--- src/rtl/orb_pkg.sv ---
package orb_pkg;
  typedef logic [2:0] rgb_t;
  localparam rgb_t C_BLANK = 3'b000;
  localparam rgb_t C_WALL  = 3'b001;
  localparam rgb_t C_PAD   = 3'b010;
  localparam rgb_t C_BALL  = 3'b100;
  localparam rgb_t C_BACK  = 3'b110;
endpackage

--- src/rtl/orb_coord_regs.sv ---
// Holds the active and pending disc parameters. Pending values are
// committed when pixel (0,0) is presented; that pixel already uses them.
module orb_coord_regs #(
  parameter int CW     = 10,
  parameter int DEF_CX = 320,
  parameter int DEF_CY = 240,
  parameter int DEF_R  = 16
) (
  input  logic          clk,
  input  logic          rst_n,
  input  logic [CW-1:0] pix_x,
  input  logic [CW-1:0] pix_y,
  input  logic          ld_stb,
  input  logic [CW-1:0] ld_cx,
  input  logic [CW-1:0] ld_cy,
  input  logic [CW-1:0] ld_r,
  output logic [CW-1:0] use_cx,
  output logic [CW-1:0] use_cy,
  output logic [CW-1:0] use_r,
  output logic [CW-1:0] act_cx,
  output logic [CW-1:0] act_cy,
  output logic [CW-1:0] act_r
);
  logic          pend_vld;
  logic [CW-1:0] pend_cx, pend_cy, pend_r;
  logic          frame_start, commit;

  assign frame_start = (pix_x == '0) && (pix_y == '0);
  assign commit      = frame_start && pend_vld;

  assign use_cx = commit ? pend_cx : act_cx;
  assign use_cy = commit ? pend_cy : act_cy;
  assign use_r  = commit ? pend_r  : act_r;

  always_ff @(posedge clk or negedge rst_n) begin
    if (!rst_n) begin
      act_cx <= CW'(DEF_CX);
      act_cy <= CW'(DEF_CY);
      act_r  <= CW'(DEF_R);
    end else if (commit) begin
      act_cx <= pend_cx;
      act_cy <= pend_cy;
      act_r  <= pend_r;
    end
  end

  // A strobe in the commit cycle refills the pending set for the next frame.
  always_ff @(posedge clk or negedge rst_n) begin
    if (!rst_n) begin
      pend_vld <= 1'b0;
      pend_cx  <= '0;
      pend_cy  <= '0;
      pend_r   <= '0;
    end else if (ld_stb) begin
      pend_vld <= 1'b1;
      pend_cx  <= ld_cx;
      pend_cy  <= ld_cy;
      pend_r   <= ld_r;
    end else if (commit) begin
      pend_vld <= 1'b0;
    end
  end
endmodule

--- src/rtl/orb_rect_hits.sv ---
// Fixed rectangle membership, inclusive on every edge.
module orb_rect_hits #(
  parameter int CW     = 10,
  parameter int WALL_L = 32,
  parameter int WALL_R = 35,
  parameter int PAD_L  = 600,
  parameter int PAD_R  = 603,
  parameter int PAD_T  = 204,
  parameter int PAD_B  = 275
) (
  input  logic [CW-1:0] pix_x,
  input  logic [CW-1:0] pix_y,
  output logic          wall_hit,
  output logic          pad_hit
);
  assign wall_hit = (pix_x >= CW'(WALL_L)) && (pix_x <= CW'(WALL_R));
  assign pad_hit  = (pix_x >= CW'(PAD_L)) && (pix_x <= CW'(PAD_R)) &&
                    (pix_y >= CW'(PAD_T)) && (pix_y <= CW'(PAD_B));
endmodule

--- src/rtl/orb_circle_pipe.sv ---
// Two-stage disc test: stage 1 forms signed differences and the bounding
// box, stage 2 squares them; the final sum and compare feed the output mux.
module orb_circle_pipe #(
  parameter int CW = 10
) (
  input  logic          clk,
  input  logic          rst_n,
  input  logic [CW-1:0] pix_x,
  input  logic [CW-1:0] pix_y,
  input  logic [CW-1:0] cx,
  input  logic [CW-1:0] cy,
  input  logic [CW-1:0] rad,
  output logic          ball_hit
);
  localparam int DW   = CW + 1;
  localparam int BW   = CW + 2;
  localparam int SQW  = 2 * DW - 1;
  localparam int SUMW = SQW + 1;

  logic signed [DW-1:0] dx_d, dy_d, dx_q, dy_q;
  logic signed [BW-1:0] xs, ys, xlo, xhi, ylo, yhi;
  logic                 box_d, box_q, box_q2;
  logic [CW-1:0]        r_q;
  logic signed [SQW-1:0] dxw, dyw;
  logic [SQW-1:0]       sqx_q, sqy_q, r2_q;
  logic [SUMW-1:0]      dist2;

  assign dx_d = $signed({1'b0, pix_x}) - $signed({1'b0, cx});
  assign dy_d = $signed({1'b0, pix_y}) - $signed({1'b0, cy});

  assign xs  = $signed({2'b00, pix_x});
  assign ys  = $signed({2'b00, pix_y});
  assign xlo = $signed({2'b00, cx}) - $signed({2'b00, rad});
  assign xhi = $signed({2'b00, cx}) + $signed({2'b00, rad});
  assign ylo = $signed({2'b00, cy}) - $signed({2'b00, rad});
  assign yhi = $signed({2'b00, cy}) + $signed({2'b00, rad});
  assign box_d = (xs >= xlo) && (xs <= xhi) && (ys >= ylo) && (ys <= yhi);

  always_ff @(posedge clk or negedge rst_n) begin
    if (!rst_n) begin
      dx_q  <= '0;
      dy_q  <= '0;
      r_q   <= '0;
      box_q <= 1'b0;
    end else begin
      dx_q  <= dx_d;
      dy_q  <= dy_d;
      r_q   <= rad;
      box_q <= box_d;
    end
  end

  assign dxw = SQW'(dx_q);
  assign dyw = SQW'(dy_q);

  always_ff @(posedge clk or negedge rst_n) begin
    if (!rst_n) begin
      sqx_q  <= '0;
      sqy_q  <= '0;
      r2_q   <= '0;
      box_q2 <= 1'b0;
    end else begin
      sqx_q  <= $unsigned(dxw * dxw);
      sqy_q  <= $unsigned(dyw * dyw);
      r2_q   <= SQW'(r_q) * SQW'(r_q);
      box_q2 <= box_q;
    end
  end

  assign dist2    = SUMW'(sqx_q) + SUMW'(sqy_q);
  assign ball_hit = box_q2 && (dist2 <= SUMW'(r2_q));
endmodule

--- src/rtl/orb_compositor.sv ---
module orb_compositor #(
  parameter int CW     = 10,
  parameter int WALL_L = 32,
  parameter int WALL_R = 35,
  parameter int PAD_L  = 600,
  parameter int PAD_R  = 603,
  parameter int PAD_T  = 204,
  parameter int PAD_B  = 275,
  parameter int DEF_CX = 320,
  parameter int DEF_CY = 240,
  parameter int DEF_R  = 16
) (
  input  logic          clk,
  input  logic          rst_n,
  input  logic [CW-1:0] pix_x,
  input  logic [CW-1:0] pix_y,
  input  logic          video_on,
  input  logic          ld_stb,
  input  logic [CW-1:0] ld_cx,
  input  logic [CW-1:0] ld_cy,
  input  logic [CW-1:0] ld_r,
  output logic [2:0]    rgb_out
);
  import orb_pkg::*;

  localparam int FLAG_DLY = 2;

  logic [CW-1:0] use_cx, use_cy, use_r, act_cx, act_cy, act_r;
  logic          wall_hit, pad_hit, ball_hit;
  logic [FLAG_DLY-1:0] von_d, wall_d, pad_d;
  rgb_t          rgb_next;

  orb_coord_regs #(.CW(CW), .DEF_CX(DEF_CX), .DEF_CY(DEF_CY), .DEF_R(DEF_R)) u_regs (
    .clk(clk), .rst_n(rst_n), .pix_x(pix_x), .pix_y(pix_y),
    .ld_stb(ld_stb), .ld_cx(ld_cx), .ld_cy(ld_cy), .ld_r(ld_r),
    .use_cx(use_cx), .use_cy(use_cy), .use_r(use_r),
    .act_cx(act_cx), .act_cy(act_cy), .act_r(act_r)
  );

  orb_rect_hits #(.CW(CW), .WALL_L(WALL_L), .WALL_R(WALL_R), .PAD_L(PAD_L),
                  .PAD_R(PAD_R), .PAD_T(PAD_T), .PAD_B(PAD_B)) u_rect (
    .pix_x(pix_x), .pix_y(pix_y), .wall_hit(wall_hit), .pad_hit(pad_hit)
  );

  orb_circle_pipe #(.CW(CW)) u_disc (
    .clk(clk), .rst_n(rst_n), .pix_x(pix_x), .pix_y(pix_y),
    .cx(use_cx), .cy(use_cy), .rad(use_r), .ball_hit(ball_hit)
  );

  // Keep the cheap flags aligned with the two-stage disc test.
  always_ff @(posedge clk or negedge rst_n) begin
    if (!rst_n) begin
      von_d  <= '0;
      wall_d <= '0;
      pad_d  <= '0;
    end else begin
      von_d  <= {von_d[FLAG_DLY-2:0], video_on};
      wall_d <= {wall_d[FLAG_DLY-2:0], wall_hit};
      pad_d  <= {pad_d[FLAG_DLY-2:0], pad_hit};
    end
  end

  always_comb begin
    if (!von_d[FLAG_DLY-1])      rgb_next = C_BLANK;
    else if (wall_d[FLAG_DLY-1]) rgb_next = C_WALL;
    else if (pad_d[FLAG_DLY-1])  rgb_next = C_PAD;
    else if (ball_hit)           rgb_next = C_BALL;
    else                         rgb_next = C_BACK;
  end

  always_ff @(posedge clk or negedge rst_n) begin
    if (!rst_n) rgb_out <= C_BLANK;
    else        rgb_out <= rgb_next;
  end
endmodule

--- config.mk ---
export PLATFORM = sky130hd
export DESIGN_NAME = orb_compositor
export DESIGN_NICKNAME = d
export VERILOG_FILES = /design/src/rtl/orb_pkg.sv /design/src/rtl/orb_coord_regs.sv /design/src/rtl/orb_rect_hits.sv /design/src/rtl/orb_circle_pipe.sv /design/src/rtl/orb_compositor.sv
export SDC_FILE = /design/constraint.sdc
export NUM_CORES = 1
export LEC_CHECK = 0
export BUFFER_PORTS_ARGS = -buffer_cell sky130_fd_sc_hd__buf_2
export CORE_AREA = 2 2 151 264
export DETAILED_ROUTE_END_ITERATION = 8
export DIE_AREA = 0 0 153 266
export HOLD_SLACK_MARGIN = 0.12
export PLACE_DENSITY = 0.68
export SYNTH_ARGS = -nofsm -noshare
export SYNTH_HDL_FRONTEND = slang
export SYNTH_SLANG_ARGS = --single-unit
--- constraint.sdc ---
create_clock -name clk -period 8.3 [get_ports clk]
set_input_delay 2.49 -clock clk [delete_from_list [all_inputs] [get_ports clk]]
set_output_delay 2.49 -clock clk [all_outputs]
set_load 0.03 [all_outputs]
# ---- Word level (Yosys, flattened, before mapping)
# Cells that the tools add are included.
dict set report classes {
  add_sub_neg 7
  multipliers 3
  magnitude_cmp 11
  muxes 9
  reduce_logical 13
}
# cell count
set op_table {}
lappend op_table {{10-bit by 10-bit subtractor with 11-bit output} 4}
lappend op_table {{11-bit by 11-bit multiplier with 21-bit output} 2}
lappend op_table {{10-bit two-way mux} 3}
lappend op_table {{11-bit by 12-bit >= comparator with 1-bit output} 2}
lappend op_table {{11-bit by 12-bit <= comparator with 1-bit output} 2}
lappend op_table {{10-bit by 10-bit adder with 11-bit output} 2}
lappend op_table {{21-bit by 21-bit adder with 22-bit output} 1}
lappend op_table {{22-bit by 20-bit <= comparator with 1-bit output} 1}
lappend op_table {{10-bit zero test} 2}
lappend op_table {{10-bit by 10-bit multiplier with 20-bit output} 1}
lappend op_table {{10-bit >= comparator (second input constant)} 1}
lappend op_table {{10-bit by 6-bit >= comparator with 1-bit output (second input constant)} 1}
lappend op_table {{10-bit by 8-bit >= comparator with 1-bit output (second input constant)} 1}
lappend op_table {{10-bit <= comparator (second input constant)} 1}
lappend op_table {{10-bit by 6-bit <= comparator with 1-bit output (second input constant)} 1}
lappend op_table {{10-bit by 9-bit <= comparator with 1-bit output (second input constant)} 1}
lappend op_table {{1-bit logical AND} 10}
lappend op_table {{3-bit two-way mux} 3}
lappend op_table {{1-bit two-way mux} 2}
lappend op_table {{2-bit two-way mux} 1}
lappend op_table {{2-bit nonzero test} 1}
dict set report totals {
  ff_bits 166
  inputBits 54
  output_inout_bits 3
  word_cells 62
}

# ---- Depth between registers and ports, before layout
dict set report depth {
  word_depth 9
  ltp_mapped 22
  mapped_depth_nobuf 21
}

# ---- Cells and area by module
# From an unflattened synthesis, not the netlist that was laid out.
dict set report hier_totals {
  cells_unflattened 2136
  hier_area_um2 20687.3
}
# mod n_inst cells_each area_each_um2 seq_area_each_um2
set modules_own_cells {}
lappend modules_own_cells {orb_circle_pipe 1 1972 17877.1 2327.2}
lappend modules_own_cells {orb_coord_regs 1 137 2464.9 1535.2}
lappend modules_own_cells {orb_compositor 1 14 262.8 225.2}
lappend modules_own_cells {orb_rect_hits 1 13 82.6 0.0}

# ---- Least setup slack after synthesis
# Ideal clock, no wire load.
dict set report synth_timing {
  path_type {input port to flip-flop}
  startpoint {input port pix_x[3]}
  endpoint {register u_disc.box_q}
  setup_ns 0.139
  t_arrival_ns 6.351
  t_required_ns 8.161
  slack_ns 1.810
  cell_stages 21
  path_buffers 1
  path_cell_list {nor4_1 nand4_1 nor2_1 nand2_1 clkbuf_1 mux2_2 ha_1 fa_1 nor2b_1 o21a_1 o21bai_1 a21oi_1 a21oi_1 xnor2_1 ha_1 nand2_1 nor3_1 or4_1 a41o_1 o22ai_1 a211oi_1}
}
dict set report synth_via {
  elab_chain_len 9
  word_cells_on_any_way 17
  cone_classes {add/sub (4); order compare (4); mux (3); reduce/logical (6)}
}
# element line
set synth_lines {}
lappend synth_lines {{start, declared} orb_compositor.sv:15} ;# input logic [CW-1:0] pix_x,
lappend synth_lines {{10-bit zero test (*)} orb_coord_regs.sv:28} ;# assign frame_start = (pix_x == '0) && (pix_y == '0);
lappend synth_lines {{1-bit logical AND (*)} orb_coord_regs.sv:28}
lappend synth_lines {{1-bit logical AND (*)} orb_coord_regs.sv:29} ;# assign commit = frame_start && pend_vld;
lappend synth_lines {{10-bit two-way mux (*)} orb_coord_regs.sv:33} ;# assign use_r = commit ? pend_r : act_r;
lappend synth_lines {{via u_disc.rad[0]} orb_circle_pipe.sv:12} ;# input logic [CW-1:0] rad,
lappend synth_lines {{10-bit by 10-bit subtractor with 11-bit output or 10-bit by 10-bit adder with 11-bit output (tied branches)} {orb_circle_pipe.sv:33, orb_circle_pipe.sv:34}}
lappend synth_lines {{11-bit by 12-bit >= comparator with 1-bit output or 11-bit by 12-bit <= comparator with 1-bit output (tied branches)} orb_circle_pipe.sv:37} ;# assign box_d = (xs >= xlo) && (xs <= xhi) && (ys >= ylo) && (ys <= yhi);
lappend synth_lines {{1-bit logical AND (2 in series)} orb_circle_pipe.sv:37}
lappend synth_lines {{1-bit logical AND (*)} orb_circle_pipe.sv:37}
lappend synth_lines {{via u_disc.box_d} orb_circle_pipe.sv:22} ;# logic box_d, box_q, box_q2;
lappend synth_lines {{end signal, assigned} orb_circle_pipe.sv:49} ;# box_q <= box_d;
lappend synth_lines {{end, declared} orb_circle_pipe.sv:22}
# The timed path passes the listed nets; every way through them passes the cells marked *.
# A chain may end at the register's enable or synchronous reset.

# ---- Worst setup path after layout
# Same ends and word-level chain as after synthesis.

==> results.yml <==
power:
  switching_power_uw: 3800
  pwr_density_cell_nw_per_um2: 377
  p_sw_share_pct: 47.2
  clock_power_share_pct: 10.8
  p_int_uw: 4240
  leakage_uw: 0.0108
  ir_drop_v: 0.000351
  power_frac_comb_pct: 75.6
  seqPwrFrac_pct: 13.6
critical_path:
  crit_required_ps: 8660
  endpoint_kind: "flop"
  start_kind: "primary input"
  crit_fanout: 7
  r2r-end: "u_disc.sqx_q[17]$_DFF_PN0_"
  r2r_cells: 16
  critPathLaunch: "pix_x[3]"
  r2r_start: "u_disc.dx_q[2]$_DFF_PN0_"
  worst-r2r-setup-slack_ps: 2660
  critPathKind: "in -> reg"
  crit_arrival_ps: 7250
sta:
  hold_violations: 0
  timing.fmax_mhz: 145
  period_minus_slack_ps: 6890
  tightest_slew_ps: 889
  setup-tns-final_ps: 0
  hold_ws_ps: 386
  skew_ps: 18.4
  grt_setup_unrepaired: "false"
  slew_headroom_pct: 40.7
  post-route-period-util_pct: 83.0
  setup-violations-final: 0
  maxSlewViolCount: 0
cells_and_area:
  fin_util_pct: 54.9
  nNetsFinal: 2621
  drive_above_1_share_pct: 8.45
  nFillCells: 3413
  area_growth_pct: 7.06
route:
  totalWireLength_um: 46700
  ant_nets: 0
  drt_first_pass_iters: 5
  routedWlPerCell_um: 18.3
  vias_per_cell: 5.51
  vias: 14100
  drc: 0
  first_iter_violations: 413
min_path:
  hold_end: "von_d[1]$_DFF_PN0_"
  holdCritPathClass: "reg -> reg"
  min-delay-start: "von_d[0]$_DFF_PN0_"
  holdPathStages: 0
floorplanning:
  dieArea_um2: 40700
  core.rowCount: 96
  die_h_um: 266
  io_pins: 57
  chipWidth_um: 153
  core-area_um2: 38800
  start_util_pct: 51.3
synthesis:
  synth_fp_nets: 2588
  netlist_area_um2: 19900
  ys_ff_latch: 154
  async_flop_share_pct: 100
  synth_edf_count: 0
  synthFlopType: "dfrtp_1"
  postSynthAreaPerCell_um2: 9.89
  yosysWarnings: 0
  ys_types: 67
  yosysSeqAreaShare_pct: 19.4
  syn_inst: 2013
global_route:
  grt_pass1_wl_um: 77300
  grt_overflow_total: 0
  grt_max_degree: 88
  grt_use_total_pct: 24.4
  grt_pass1_vias: 15700
  antenna_found_initial: 1
outcome:
  status: "complete, no violations"
clocking:
  cts_tree: "yes"
  clk_path_buf_depth: 2
  clkTransAtPathRegs_ps: 70
  cts_root_buf: "clkbuf_16"
  clkSinkCount: 154
  clk_latency_ps: 460
  postCtsSetupRepairBufs: 0
  htree_num_levels: 4
  cts_hold_buf: 0
  cts_resized: 0
  numCtsBuffers: 17
placed_design:
  hpwlAfterDp_um: 39900
  port_buffers: 56
  globalplace.congestion: 0.971
job:
  cap_violations: 0
per-stage QoR:
step | cell area, um^2 | setup WS, ps | std cells | total power (uW)
global placement | 20700 | 1080 | 2517 | 7090
finish | 21300 | 1410 | 2550 | 8040
floorplan | 19900 | 1810 | 2013 | 5970
detailed placement | 20700 | 943 | 2517 | 7220
global route | 21300 | 1110 | 2550 | 9000
CTS | 21300 | 1400 | 2549 | 8150
cells in the mapped netlist, types with 7 or more instances:
| master | n | area, um^2 |
|---|---|---|
| o21a_1 | 20 | 150 |
| a21oi_1 | 91 | 455 |
| mux2_2 | 56 | 631 |
| nand4_1 | 10 | 62.6 |
| nand3_1 | 21 | 105 |
| o211ai_1 | 8 | 60.1 |
| xor2_1 | 31 | 272 |
| dfrtp_1 | 147 | 3680 |
| and3_1 | 9 | 56.3 |
| o21bai_1 | 9 | 67.6 |
| nor4_1 | 12 | 75.1 |
| ha_1 | 267 | 3340 |
| o21ai_0 | 57 | 285 |
| dfstp_2 | 7 | 184 |
| xnor2_1 | 89 | 780 |
| nor2_1 | 70 | 263 |
| fa_1 | 254 | 5080 |
| nor3_1 | 28 | 140 |
| nand2_1 | 98 | 368 |
| inv_1 | 356 | 1340 |
| clkbuf_1 | 43 | 161 |
| a31oi_1 | 8 | 50.1 |
| nand2b_1 | 26 | 163 |
| and2_1 | 114 | 713 |
| a21o_1 | 32 | 240 |
| nor2b_1 | 32 | 200 |
| a211oi_1 | 13 | 97.6 |
| or3_1 | 12 | 75.1 |
power by group through the flow:
stage                     clock (uW)  sequential (uW)  combinational, uW
after floorplan                    0             1020               4950
after global placement             0             1110               5970
after detailed placement           0             1110               6110
after CTS                        878             1100               6170
after global routing             904             1100               6990
final                            865             1100               6080
cells in the final DEF (no fill, tap or decap), types with 10 or more instances in the layout:
cell type,instances
nor2b_1,32
o21a_1,20
mux2_2,56
ha_1,267
a211oi_1,13
nand2b_1,26
nand2_1,98
inv_1,356
nand4_1,10
xnor2_1,89
nand3_1,21
nor2_1,70
a21oi_1,91
buf_2,55
o21ai_0,57
clkbuf_16,17
dfrtp_1,147
nor3_1,28
fa_1,254
and2_1,114
or3_1,12
a21o_1,32
nor4_1,12
xor2_1,31
worst max-delay path, cell delays in order:
cell       delay, ps
buf_2            130
nor4_1           300
buf_4            190
nand4_1           90
nor2_1           120
nand2_1          230
mux2i_1          470
inv_1            350
fa_1             520
nor2b_1          150
o21a_1           180
o21bai_1         180
nand2b_1          80
a21oi_1          170
xnor2_1          140
ha_1             290
a2111oi_0        460
a221oi_1         120
a31oi_1          280
o22ai_1          120
a211oi_1         180
metal layers:
layer / part of all wire [%] / wire, um / track usage (%)
met3: 1.9 / 890 / 2.31
met4: 7.3 / 3430 / 16.1
met5: 0 / 0 / 0
met2: 58 / 27100 / 48.7
met1: 33 / 15300 / 23.1
logic make-up (layout without fill, tap and decap cells):
kind of cell               count (synthesis)  in the layout  share of synthesized area [%]
AOI/OAI and AO/OA                        310            310                           10.4
other                                      0              1                              0
adders and majority gates                521            521                           42.3
and+or+nand+nor                          442            442                           11.5
DFF                                      154            154                           19.4
muxes                                     62             62                           3.47
buffers and inverters                    404            450                           7.62
xor gates and xnor gates                 120            120                           5.28
sequential cells by signal, summed over array words and instances, names as in the netlist, 2 cells and up:
signal,count
u_regs.pend_cx,10
pad_d,2
u_regs.pend_cy,10
u_disc.r2_q,19
u_disc.sqy_q,20
u_disc.dy_q,11
u_disc.r_q,10
u_regs.act_cx,10
rgb_out,3
wall_d,2
u_regs.pend_r,10
u_disc.sqx_q,20
u_disc.dx_q,11
u_regs.act_cy,10
von_d,2
worst max path at each step:
| stage | slack (ps) | depth (start not counted) | end |
|---|---|---|---|
| after floorplan | 1810 | 21 | u_disc.box_q$_DFF_PN0_ |
| after global placement | 1080 | 21 | u_disc.box_q$_DFF_PN0_ |
| after detailed placement | 940 | 20 | u_disc.box_q$_DFF_PN0_ |
| after CTS | 1400 | 20 | u_disc.box_q$_DFF_PN0_ |
| after global routing | 1110 | 21 | u_disc.box_q$_DFF_PN0_ |
| final | 1410 | 21 | u_disc.box_q$_DFF_PN0_ |
area by class of cell:
| cell class | count | area [um^2] | area share [%] |
|---|---|---|---|
| Clock inverter | 12 | 186 | 0.875 |
| Antenna cell | 1 | 2.50 | 0.0117 |
| Multi-Input combinational cell | 1455 | 14500 | 68.2 |
| Sequential cell | 154 | 3860 | 18.1 |
| Clock buffer | 20 | 457 | 2.14 |
| Timing Repair Buffer | 61 | 324 | 1.52 |
| Tap cell | 490 | 613 | 2.88 |
| Inverter | 357 | 1340 | 6.29 |
No activity file was read; power rests on OpenSTA's default activity.
